### src/rtl/cfgport_pkg.sv
package cfgport_pkg;
  typedef enum logic [1:0] {
    KS_LOCKED = 2'd0,
    KS_HALF   = 2'd1,
    KS_OPEN   = 2'd2
  } keyState_t;

  typedef struct packed {
    logic idxWr;
    logic dataWr;
    logic dataRd;
    logic idxRd;
    logic open;
  } cfgStrobe_t;

  localparam logic [7:0] KEY_OPEN  = 8'h87;
  localparam logic [7:0] KEY_CLOSE = 8'hAA;

  localparam logic [7:0] IX_LDN     = 8'h07;
  localparam logic [7:0] IX_DEVID_H = 8'h20;
  localparam logic [7:0] IX_DEVID_L = 8'h21;
  localparam logic [7:0] IX_REV     = 8'h22;
  localparam logic [7:0] IX_MANID_H = 8'h23;
  localparam logic [7:0] IX_MANID_L = 8'h24;
  localparam logic [7:0] IX_ACT     = 8'h30;
  localparam logic [7:0] IX_BASE_H  = 8'h60;
  localparam logic [7:0] IX_BASE_L  = 8'h61;
  localparam logic [7:0] IX_DEVFIRST = 8'h30;
endpackage

### src/rtl/cfg_port_ctl.sv
module cfg_port_ctl
  import cfgport_pkg::*;
#(
  parameter int ADDR_W = 16,
  parameter logic [ADDR_W-1:0] BASE_PRI = 16'h002E,
  parameter logic [ADDR_W-1:0] BASE_ALT = 16'h004E
) (
  input  logic              clk,
  input  logic              rstN,
  input  logic              strapAlt,
  input  logic [ADDR_W-1:0] busAddr,
  input  logic              busWr,
  input  logic              busRd,
  input  logic [7:0]        busWrData,
  output cfgStrobe_t        stb
);
  logic altSel;
  logic [ADDR_W-1:0] idxAddr;
  logic [ADDR_W-1:0] dataAddr;
  logic hitIdx;
  logic hitData;
  logic idxWrAny;
  keyState_t keyState;
  keyState_t keyNext;

  // strap captured while reset is held
  always_ff @(posedge clk) begin
    if (!rstN) altSel <= strapAlt;
  end

  assign idxAddr  = altSel ? BASE_ALT : BASE_PRI;
  assign dataAddr = idxAddr + ADDR_W'(1);
  assign hitIdx   = (busAddr == idxAddr);
  assign hitData  = (busAddr == dataAddr);
  assign idxWrAny = busWr && hitIdx;

  always_comb begin
    keyNext = keyState;
    if (idxWrAny) begin
      unique case (keyState)
        KS_LOCKED: keyNext = (busWrData == KEY_OPEN) ? KS_HALF : KS_LOCKED;
        KS_HALF:   keyNext = (busWrData == KEY_OPEN) ? KS_OPEN : KS_LOCKED;
        KS_OPEN:   keyNext = (busWrData == KEY_CLOSE) ? KS_LOCKED : KS_OPEN;
        default:   keyNext = KS_LOCKED;
      endcase
    end
  end

  always_ff @(posedge clk or negedge rstN) begin
    if (!rstN) keyState <= KS_LOCKED;
    else       keyState <= keyNext;
  end

  always_comb begin
    stb.open   = (keyState == KS_OPEN);
    stb.idxWr  = idxWrAny && stb.open && (busWrData != KEY_CLOSE);
    stb.dataWr = busWr && hitData && stb.open;
    stb.dataRd = busRd && hitData;
    stb.idxRd  = busRd && hitIdx;
  end

  // opening is always preceded by an index write of the key
  assert_open_after_key_R1: assert property (@(posedge clk) disable iff (!rstN)
    (stb.open && !$past(stb.open)) |-> $past(idxWrAny && busWrData == KEY_OPEN && keyState == KS_HALF));

  // a stray index value while half-entered drops back to locked
  assert_key_restart_R2: assert property (@(posedge clk) disable iff (!rstN)
    (keyState == KS_HALF && idxWrAny && busWrData != KEY_OPEN) |=> (keyState == KS_LOCKED));

  // the closing key shuts the ports
  assert_close_key_R3: assert property (@(posedge clk) disable iff (!rstN)
    (stb.open && idxWrAny && busWrData == KEY_CLOSE) |=> !stb.open);
endmodule

### src/rtl/cfg_port_dp.sv
module cfg_port_dp
  import cfgport_pkg::*;
#(
  parameter logic [15:0] DEV_ID  = 16'h5A31,
  parameter logic [7:0]  DEV_REV = 8'h04,
  parameter logic [15:0] MAN_ID  = 16'h3C29,
  parameter logic [7:0]  OWN_LDN = 8'h07,
  parameter int          MUX_N   = 4
) (
  input  logic               clk,
  input  logic               rstN,
  input  cfgStrobe_t         stb,
  input  logic [7:0]         busWrData,
  output logic [7:0]         busRdData,
  output logic [8*MUX_N-1:0] pinMuxCfg,
  output logic               ldEnable,
  output logic [15:0]        ldBase,
  output logic               devWr,
  output logic               devRd,
  output logic [7:0]         devLdn,
  output logic [7:0]         devIdx,
  output logic [7:0]         devWrData,
  input  logic [7:0]         devRdData
);
  localparam logic [7:0] MUX_IDX [4] = '{8'h27, 8'h29, 8'h2A, 8'h2B};

  logic [7:0] idxReg;
  logic [7:0] ldnReg;
  logic       actReg;
  logic [7:0] baseHi;
  logic [7:0] baseLo;
  logic [7:0] rdReg;
  logic [7:0] muxReg [MUX_N];
  logic [MUX_N-1:0] muxHit;
  logic ownLdn;
  logic heldHigh;
  logic routed;
  logic [7:0] regRd;
  logic [7:0] muxRd;

  assign ownLdn   = (ldnReg == OWN_LDN);
  assign heldHigh = ownLdn && (idxReg == IX_ACT || idxReg == IX_BASE_H || idxReg == IX_BASE_L);
  assign routed   = stb.open && (idxReg >= IX_DEVFIRST) && !heldHigh;

  always_ff @(posedge clk or negedge rstN) begin
    if (!rstN) begin
      idxReg <= '0;
      ldnReg <= '0;
      actReg <= 1'b0;
      baseHi <= '0;
      baseLo <= '0;
    end else begin
      if (stb.idxWr) idxReg <= busWrData;
      if (stb.dataWr) begin
        if (idxReg == IX_LDN) ldnReg <= busWrData;
        if (ownLdn && idxReg == IX_ACT)    actReg <= busWrData[0];
        if (ownLdn && idxReg == IX_BASE_H) baseHi <= busWrData;
        if (ownLdn && idxReg == IX_BASE_L) baseLo <= busWrData;
      end
    end
  end

  for (genvar g = 0; g < MUX_N; g++) begin : gMux
    assign muxHit[g] = (idxReg == MUX_IDX[g]);
    always_ff @(posedge clk or negedge rstN) begin
      if (!rstN)                         muxReg[g] <= '0;
      else if (stb.dataWr && muxHit[g])  muxReg[g] <= busWrData;
    end
    assign pinMuxCfg[8*g +: 8] = muxReg[g];
  end

  always_comb begin
    muxRd = '0;
    for (int k = 0; k < MUX_N; k++)
      if (muxHit[k]) muxRd = muxReg[k];
  end

  always_comb begin
    regRd = 8'h00;
    if (routed) regRd = devRdData;
    else if (|muxHit) regRd = muxRd;
    else begin
      case (idxReg)
        IX_LDN:     regRd = ldnReg;
        IX_DEVID_H: regRd = DEV_ID[15:8];
        IX_DEVID_L: regRd = DEV_ID[7:0];
        IX_REV:     regRd = DEV_REV;
        IX_MANID_H: regRd = MAN_ID[15:8];
        IX_MANID_L: regRd = MAN_ID[7:0];
        IX_ACT:     regRd = heldHigh ? {7'd0, actReg} : 8'h00;
        IX_BASE_H:  regRd = heldHigh ? baseHi : 8'h00;
        IX_BASE_L:  regRd = heldHigh ? baseLo : 8'h00;
        default:    regRd = 8'h00;
      endcase
    end
  end

  always_ff @(posedge clk or negedge rstN) begin
    if (!rstN) rdReg <= '0;
    else if (stb.dataRd) rdReg <= stb.open ? regRd : 8'hFF;
    else if (stb.idxRd)  rdReg <= stb.open ? idxReg : 8'hFF;
  end

  assign busRdData = rdReg;
  assign ldEnable  = actReg;
  assign ldBase    = {baseHi, baseLo};
  assign devWr     = stb.dataWr && routed;
  assign devRd     = stb.dataRd && routed;
  assign devLdn    = ldnReg;
  assign devIdx    = idxReg;
  assign devWrData = busWrData;

  // closed ports leave every stored byte unchanged
  assert_locked_hold_R4: assert property (@(posedge clk) disable iff (!rstN)
    !stb.open |=> ($stable(pinMuxCfg) && $stable(ldBase) && $stable(ldEnable)));

  // closed data reads return all ones
  assert_locked_read_R4: assert property (@(posedge clk) disable iff (!rstN)
    (stb.dataRd && !stb.open) |=> (busRdData == 8'hFF));

  // device strobes only while open and never both
  assert_dev_strobe_R10: assert property (@(posedge clk) disable iff (!rstN)
    (devWr || devRd) |-> (stb.open && $onehot0({devWr, devRd})));

  // read data moves only after a port read
  assert_rd_hold_R12: assert property (@(posedge clk) disable iff (!rstN)
    !(stb.dataRd || stb.idxRd) |=> $stable(busRdData));
endmodule

### src/rtl/cfg_port_top.sv
module cfg_port_top
  import cfgport_pkg::*;
#(
  parameter logic [15:0] DEV_ID  = 16'h5A31,
  parameter logic [7:0]  DEV_REV = 8'h04,
  parameter logic [15:0] MAN_ID  = 16'h3C29,
  parameter logic [7:0]  OWN_LDN = 8'h07
) (
  input  logic        clk,
  input  logic        rstN,
  input  logic        strapAlt,
  input  logic [15:0] busAddr,
  input  logic        busWr,
  input  logic        busRd,
  input  logic [7:0]  busWrData,
  output logic [7:0]  busRdData,
  output logic [31:0] pinMuxCfg,
  output logic        ldEnable,
  output logic [15:0] ldBase,
  output logic        devWr,
  output logic        devRd,
  output logic [7:0]  devLdn,
  output logic [7:0]  devIdx,
  output logic [7:0]  devWrData,
  input  logic [7:0]  devRdData
);
  cfgStrobe_t stb;

  cfg_port_ctl #(.ADDR_W(16), .BASE_PRI(16'h002E), .BASE_ALT(16'h004E)) uCtl (
    .clk(clk), .rstN(rstN), .strapAlt(strapAlt), .busAddr(busAddr),
    .busWr(busWr), .busRd(busRd), .busWrData(busWrData), .stb(stb)
  );

  cfg_port_dp #(.DEV_ID(DEV_ID), .DEV_REV(DEV_REV), .MAN_ID(MAN_ID),
                .OWN_LDN(OWN_LDN), .MUX_N(4)) uDp (
    .clk(clk), .rstN(rstN), .stb(stb), .busWrData(busWrData),
    .busRdData(busRdData), .pinMuxCfg(pinMuxCfg), .ldEnable(ldEnable),
    .ldBase(ldBase), .devWr(devWr), .devRd(devRd), .devLdn(devLdn),
    .devIdx(devIdx), .devWrData(devWrData), .devRdData(devRdData)
  );
endmodule

### config.mk
export PLATFORM = sky130hd
export DESIGN_NAME = cfg_port_top
export DESIGN_NICKNAME = d
export VERILOG_FILES = /design/src/rtl/cfgport_pkg.sv /design/src/rtl/cfg_port_ctl.sv /design/src/rtl/cfg_port_dp.sv /design/src/rtl/cfg_port_top.sv
export SDC_FILE = /design/constraint.sdc
export NUM_CORES = 1
export LEC_CHECK = 0
export CAP_MARGIN = 20
export CORE_MARGIN = 4
export CORE_UTILIZATION = 39
export CTS_BUF_LIST = sky130_fd_sc_hd__clkbuf_8
export CTS_CLUSTER_DIAMETER = 60
export CTS_CLUSTER_SIZE = 20
export DETAILED_ROUTE_END_ITERATION = 7
export PLACE_DENSITY = 0.68
export SKIP_CTS_REPAIR_TIMING = 1
export SYNTH_ARGS = -nofsm -noshare
export SYNTH_HDL_FRONTEND = slang
export SYNTH_SLANG_ARGS = --single-unit
### constraint.sdc
create_clock -name clk -period 2.8 [get_ports clk]
set_input_delay 0.42 -clock clk [delete_from_list [all_inputs] [get_ports clk]]
set_output_delay 0.42 -clock clk [all_outputs]
set_load 0.05 [all_outputs]
## Yosys cells after proc, flatten, opt, wreduce, memory -nomap -nowiden

Index checks and enable logic that the tools add are counted.

| word-level totals | value |
|---|---|
| bits in writable memories | 0 |
| ROM bits | 0 |
| memories | 0 |
| input bits | 37 |
| bits in latches | 0 |
| output and inout bits | 83 |
| bits in registers | 76 |

| cells by class | value |
|---|---|
| multiply operators | 0 |
| $lt $le $gt $ge | 1 |
| add/subtract/negate cells | 1 |
| multiplexer cells | 19 |
| equality and inequality tests | 21 |
| div/mod/pow operators | 0 |
| reductions and logical operators | 29 |
| shift-type cells | 0 |
| bitwise gates (word level) | 0 |

Operator list:

| cell | number |
|---|---|
| $mux W8 | 12 |
| $eq A8 B6 Y1 const B | 10 |
| $pmux W8 S9 | 1 |
| $eq A16 B16 Y1 | 2 |
| $logic_and A1 B1 Y1 | 19 |
| $add A16 B1 Y16 const B | 1 |
| $eq A8 B3 Y1 const B | 2 |
| $eq A8 B7 Y1 const B | 2 |
| $eq A8 B8 Y1 const B | 2 |
| $ge A8 B6 Y1 const B | 1 |
| $ne A8 B8 Y1 const B | 1 |
| $reduce_and A2 Y1 | 4 |
| $mux W7 | 1 |
| $pmux W2 S3 | 1 |
| $mux W2 | 2 |
| $reduce_or A4 Y1 | 1 |
| $eq A2 B1 Y1 const B | 1 |
| $eq A2 B2 Y1 const B | 1 |
| $logic_not A2 Y1 | 1 |
| $logic_or A1 B1 Y1 | 2 |
| $mux W1 | 2 |
| $reduce_bool A2 Y1 | 1 |
| $logic_not A1 Y1 | 1 |

## Logic depth before layout (Yosys ltp)

Gate-level depths: netlist of run 1.

| logic depth | value |
|---|---|
| depth after elaboration | 10 |
| depth in mapped cells | 8 |

## By module

From an unflattened synthesis of run 1, not the netlist that was laid out.

| second synthesis, totals | value |
|---|---|
| cells, all modules | 369 |
| area, all modules | 4172.8 um^2 |

By module, submodules not included:

| module | seq. area each (um^2) | area an instance (um^2) | cells an instance | times used |
|---|---|---|---|---|
| cfg_port_dp | 1826.8 | 3891.2 | 339 | 1 |
| cfg_port_ctl | 80.1 | 281.5 | 30 | 1 |

## Worst setup path after synthesis of run 1

OpenSTA, ideal clock, no wires.

| path | value |
|---|---|
| kind | input port to output port |
| start | in busAddr[4] |
| end | out devRd |
| data arrival time | 2.133 ns |
| setup slack | 0.247 ns |
| required time | 2.380 ns |
| stages | 5 |
| path through | nor4_2 > nand3_1 > nor4b_1 > nand2_1 > nor2_1 |

| between the ends | value |
|---|---|
| word-level cells in the longest chain between the ends | 3 |

RTL lines:

| what | line | RTL |
|---|---|---|
| start: declaration | cfg_port_top.sv:12 | `input logic [15:0] busAddr,` |
| $eq A16 B16 Y1 | cfg_port_ctl.sv:34 | `assign hitData = (busAddr == dataAddr);` |
| $logic_and A1 B1 Y1 | cfg_port_ctl.sv:58 | `stb.dataRd = busRd && hitData;` |
| $logic_and A1 B1 Y1 | cfg_port_dp.sv:108 | `assign devRd = stb.dataRd && routed;` |
| end: declaration | cfg_port_top.sv:21 | `output logic devRd,` |

No other way between the ends.

## Final worst setup path of run 1

Ends and elaborated chain as after synthesis.

==> results of run 1 <==
-- worst register-to-register path: stages (launching register included) --
cell and delay (ps):
dfrtp_1 500, or4b_2 780, o21ai_0 490, a2111oi_0 180, buf_4 180, o31ai_1 220
-- cells in the final DEF, fill, tap and decap left out, types with 4 or more instances in the layout --
master and n:
clkdlybuf4s50_1 113, dfrtp_1 75, mux2_2 62, buf_4 34, nor2_1 27, o21ai_0 21
nand2_1 18, mux2i_1 13, a21oi_1 10, clkbuf_8 10, inv_1 9, nor4_1 7
nand3_1 7, a211o_1 6, buf_12 6, nor3_1 5, a211oi_1 4, and3_1 4
o31ai_1 4, a221oi_1 4
-- power by group --
part	internal, uW	leakage (uW)	switching, uW
combinational	66.8	0.00133	86.8
clock	336	0.0000893	406
sequential	1100	0.00105	0.607
-- routing by layer --
layer | share of wire | track usage | vias to the layer above
li1 | - | - | 1611
met2 | 0.46 | 0.348 | 153
met3 | 0.083 | 0.0540 | 17
met1 | 0.44 | 0.309 | 1756
met5 | 0 | 0 | -
met4 | 0.017 | 0.0766 | 0
-- layout make-up --
| class | count | area, sq um | area share |
|---|---|---|---|
| tap | 133 | 166 | 0.0290 |
| inverter | 8 | 30.0 | 0.00523 |
| timing repair buffer | 154 | 1510 | 0.263 |
| clock inverter | 5 | 30.0 | 0.00523 |
| sequential | 76 | 1910 | 0.332 |
| clock buffer | 10 | 138 | 0.0240 |
| multi-input combinational | 248 | 1960 | 0.341 |
-- state kept, by name (all words and copies together) (netlist names) --
signal,flops
uDp.busRdData,8
uDp.devIdx,8
uDp.baseLo,8
uDp.pinMuxCfg,32
uDp.ldEnable,1
uDp.baseHi,8
uCtl.altSel,1
uCtl.keyState,2
uDp.devLdn,8
-- cells by family after synthesis --
kind of cell,synth area share
muxes,0.208
and+or+nand+nor,0.161
buffers and inverters,0.0455
xor gates and xnor gates,0.00217
DFF,0.471
AOI/OAI and AO/OA,0.111
-- path summary, 6_finish.rpt --
path / endpoint / slack, ps / cells past startpoint
worst max-delay path: devRd / 130 / 8
worst min-delay path: uDp.busRdData[6] / 90 / 2
worst max register to register: uDp.busRdData[6] / 360 / 5
worst min register to register: uDp.busRdData[3] / 520 / 2
max in group asynchronous: uDp.pinMuxCfg[9] / 2240 / 2
min in group clk: uDp.busRdData[3] / 520 / 2
-- stage by stage --
step           setup slack (ps)  instance area (sq um)  total power, uW
2_1_floorplan               247                   4050             1170
3_3_place_gp                115                   5570             1280
3_5_place_dp               46.4                   5570             1280
4_1_cts                    73.8                   5740             2010
5_1_grt                   -3.65                   5740             2080
6_report                    134                   5740             2000
==> results.py, run 1 <==
metrics = {
    "drt": {
        "first_pass_iters": 5,
        "ant_nets": 0,
        "wl_per_cell_um": 20.8,
        "wl_um": 13200,
        "drtIter0Drc": 241,
        "via_per_inst": 5.58,
        "vias": 3537,
        "remaining_drc_errors": 0,
    },
    "clocking": {
        "cts_num_sinks": 76,
        "cts-root-buf": "clkbuf_8",
        "clk_pin_slew_ps": 80,
        "clk_latency_ps": 350,
        "htreeDepth": 3,
        "cts_tree": "built",
        "cts_buffers": 9,
        "clockBufferDepth": 2,
    },
    "critical_path": {
        "crit_arrival_ps": 2250,
        "path_buf_inv": 3,
        "path_delay_family": "simple AND/OR/NAND/NOR gates",
        "critPathCaptureType": "output pin",
        "worstPathRequired_ps": 2380,
        "cp-startpoint": "busAddr[4]",
        "cp_cell_sequence": "clkdlybuf4s50_1 > nor4_2 > nand3_1 > nor4b_2 > buf_4 > nand2_1 > nor2_1 > buf_12",
        "start_kind": "input port",
        "crit_fanout": 3,
        "crit_type": "in -> out",
        "slowest_stage": "clkdlybuf4s50_1",
        "r2r-start": "uDp.devIdx[6]",
        "cpPeakStageDelay_ps": 420,
    },
    "final_layout": {
        "fill_cells": 850,
        "nets": 534,
        "final_cell_count_no_fill": 634,
        "diodes": 0,
        "final_util": 0.577,
        "area_delta_synth_final_pct": 42.0,
        "drive_gt1_frac": 0.267,
    },
    "logic_synthesis": {
        "synth_top_area_cell": "dfrtp_1",
        "seq_area_frac_synth": 0.471,
        "avgSynthCellArea_sq_um": 11.3,
        "netlist_area_sq_mm": 0.00405,
        "synth_cell_types": 56,
        "synthTopCellsByArea": "dfrtp_1 46%, mux2_2 17%, mux2i_1 3.2%",
        "synth_most_common_cell": "dfrtp_1",
        "synth_edf_count": 1,
        "ys_async_sr_fraction": 0.987,
        "ys.flop_type": "dfrtp_1",
        "syn_nets": 395,
        "synth_top_area_share": 0.464,
        "yosys_warnings": 0,
        "synthTopCellsByCount": "75 x dfrtp_1, 62 x mux2_2, 27 x nor2_1, 22 x o21ai_0, 18 x nand2_1",
        "netlist_instances": 358,
        "synth-seq-cells": 76,
    },
    "sta": {
        "period_share": 0.952,
        "holdWs_ps": 93.7,
        "maxSlewViolCount": 0,
        "tightestPinTransition_ps": 570,
        "fin_skew_ps": 7.93,
        "setup_viol": 0,
        "maxSlewHeadroom": 0.620,
        "fin_crit_ps": 2670,
        "fmax_mhz": 375,
        "finalHoldViolCount": 0,
        "final.setup.tns_ps": 0,
    },
    "power_and_ir_drop": {
        "power.leakage_uw": 0.00247,
        "peakVddDrop_uv": 235,
        "cellPowerDensity_mw_per_mm2": 348,
    },
    "global_route": {
        "grt_overflow": 0,
        "grt_max_degree": 47,
        "antenna_found_initial": 0,
        "grt_usage": 0.225,
        "grt_pass1_wl_um": 20200,
        "grt_pass1_vias": 3581,
    },
    "floorplan": {
        "ios": 120,
        "coreArea_sq_mm": 0.00995,
        "initial_utilization": 0.406,
        "die-area_sq_mm": 0.0121,
        "dieHeight_um": 110,
        "die_w_um": 110,
        "fp-row-count": 36,
    },
    "worst_hold_path": {
        "hold_class": "in -> async",
    },
    "flow_run": {
        "cap_violations": 0,
    },
    "placed_design": {
        "io_buffers": 119,
        "dp.cells": 619,
        "gp_congestion": 1.02,
        "hpwl_um": 10100,
    },
    "status": {
        "status": "finished clean",
    },
}
(Power assumes the default switching activity.)
==> inputs of run 2 (changes only) <==
Settings changed: GPL_ROUTABILITY_DRIVEN set to 1.
==> results of run 2 <==
Same layout as run 1: the final DEF is identical, and so are final timing and power.
==> inputs of run 3 (changes only) <==
Settings changed: CAP_MARGIN 20 to 25, CELL_PAD_IN_SITES_DETAIL_PLACEMENT set to 2, CELL_PAD_IN_SITES_GLOBAL_PLACEMENT set to 2, CORE_UTILIZATION 39 to 31, PLACE_DENSITY 0.68 to unset, PLACE_DENSITY_LB_ADDON set to 0.1.
==> results.py, run 3 (synthesized netlist as in run 1, its figures left out) <==
metrics = {
    "floorplan": {
        "coreArea_sq_mm": 0.0127,
        "initial_utilization": 0.318,
        "die_w_um": 122,
        "fp-row-count": 41,
        "dieHeight_um": 122,
        "die-area_sq_mm": 0.0149,
        "ios": 120,
    },
    "critical_path": {
        "rrSetupSlack_ps": 330,
        "crit_type": "in -> out",
        "critPathCaptureType": "output pin",
        "worstPathRequired_ps": 2380,
        "r2r-start": "uDp.devLdn[5]",
        "reg2regPathDepth": 7,
        "crit_arrival_ps": 2230,
        "crit_fanout": 2,
        "start_kind": "input port",
        "r2r_end": "uDp.baseLo[0]",
    },
    "drt": {
        "vias": 3575,
        "ant_nets": 0,
        "wl_um": 16300,
        "remaining_drc_errors": 0,
        "wl_per_cell_um": 24.0,
        "via_per_inst": 5.27,
        "first_pass_iters": 4,
        "drtIter0Drc": 182,
    },
    "global_route": {
        "grt_pass1_vias": 3980,
        "grt_pass1_wl_um": 24800,
        "grt_overflow": 0,
        "grt_max_degree": 45,
        "antenna_found_initial": 0,
        "grt_usage": 0.225,
    },
    "power_and_ir_drop": {
        "p_int_uw": 1470,
        "power.leakage_uw": 0.00251,
        "combPwrFrac": 0.080,
        "p_clk_frac": 0.363,
        "cellPowerDensity_mw_per_mm2": 339,
        "peakVddDrop_uv": 185,
        "total_power_uw": 1980,
        "pwr-share-seq": 0.557,
        "swShare": 0.256,
        "p_switching_uw": 506,
    },
    "clocking": {
        "cts_buffers": 9,
        "htreeDepth": 3,
        "clk_latency_ps": 370,
        "clockBufferDepth": 2,
        "cts-root-buf": "clkbuf_8",
        "cts_tree": "built",
        "clk_pin_slew_ps": 80,
        "cts_num_sinks": 76,
    },
    "placed_design": {
        "hpwl_um": 12300,
        "dpl_cell_area_sq_mm": 0.00564,
        "io_buffers": 119,
        "gp_congestion": 0.858,
    },
    "sta": {
        "maxSlewViolCount": 0,
        "fmax_mhz": 377,
        "tightestPinTransition_ps": 620,
        "finalHoldViolCount": 0,
        "final.setup.tns_ps": 0,
        "period_share": 0.948,
        "fin_skew_ps": 10.2,
        "setup_viol": 0,
        "maxSlewHeadroom": 0.587,
        "fin_crit_ps": 2650,
    },
    "final_layout": {
        "mostFrequentLayoutCells": "110 x clkdlybuf4s50_1, 75 x dfrtp_1, 62 x mux2_2",
        "final_common_cell": "clkdlybuf4s50_1",
        "area_delta_synth_final_pct": 44.0,
        "diodes": 0,
        "drive_gt1_frac": 0.277,
        "largest_reg_flops": 32,
        "final_util": 0.458,
        "nets": 538,
        "stdcell_area_sq_mm": 0.00582,
    },
    "flow_run": {
        "cap_violations": 0,
    },
    "worst_hold_path": {
        "hold_class": "in -> async",
    },
    "status": {
        "status": "finished clean",
    },
}
[run 3: worst max path at each step]
stage                  startpoint                to  cells after the start
floorplan              busAddr[4]             devRd                      5
global placement    uDp.devLdn[5]  uDp.busRdData[3]                      6
detailed placement  uDp.devLdn[5]  uDp.busRdData[6]                      7
CTS                 uDp.devLdn[5]             devWr                      6
global route           busAddr[7]             devRd                      7
finish                 busAddr[4]             devRd                      7
[run 3: critical path, cell delays in order]
cell	delay [ps]
clkdlybuf4s50_1	410
nor4_2	360
nand3_1	200
nor4b_4	350
nand2_1	110
nor2_1	210
buf_12	170
[run 3: cell type report]
cell class | count | area (sq um)
clock buffer | 9 | 124
sequential | 76 | 1910
fill | 1352 | 6900
tap | 172 | 215
clock inverter | 7 | 30.0
timing repair buffer | 158 | 1540
inverter | 8 | 30.0
multi-input combinational | 248 | 1980
[run 3: metrics by stage]
step	setup WS, ps	hold WS, ps	cells
floorplan	247	124	358
global placement	6.62	472	661
detailed placement	-21.1	479	661
CTS	-281	66.8	677
global route	-6.47	82.6	678
finish	147	38.4	678
[run 3: power by group through the flow]
stage          sequential, uW  combinational [uW]  clock, uW
6_report                 1100                 157        718
5_1_grt                  1100                 169        799
4_1_cts                  1100                 160        750
3_5_place_dp             1120                 159          0
3_3_place_gp             1120                 157          0
2_1_floorplan            1120                43.8          0
[run 3: metal layers]
layer / vias to the layer above / wire [um] / GRT usage
li1: 1611 / - / -
met1: 1835 / 7300 / 0.314
met4: 0 / 267 / 0.0721
met5: - / 0 / 0
met2: 113 / 7720 / 0.355
met3: 16 / 978 / 0.0406
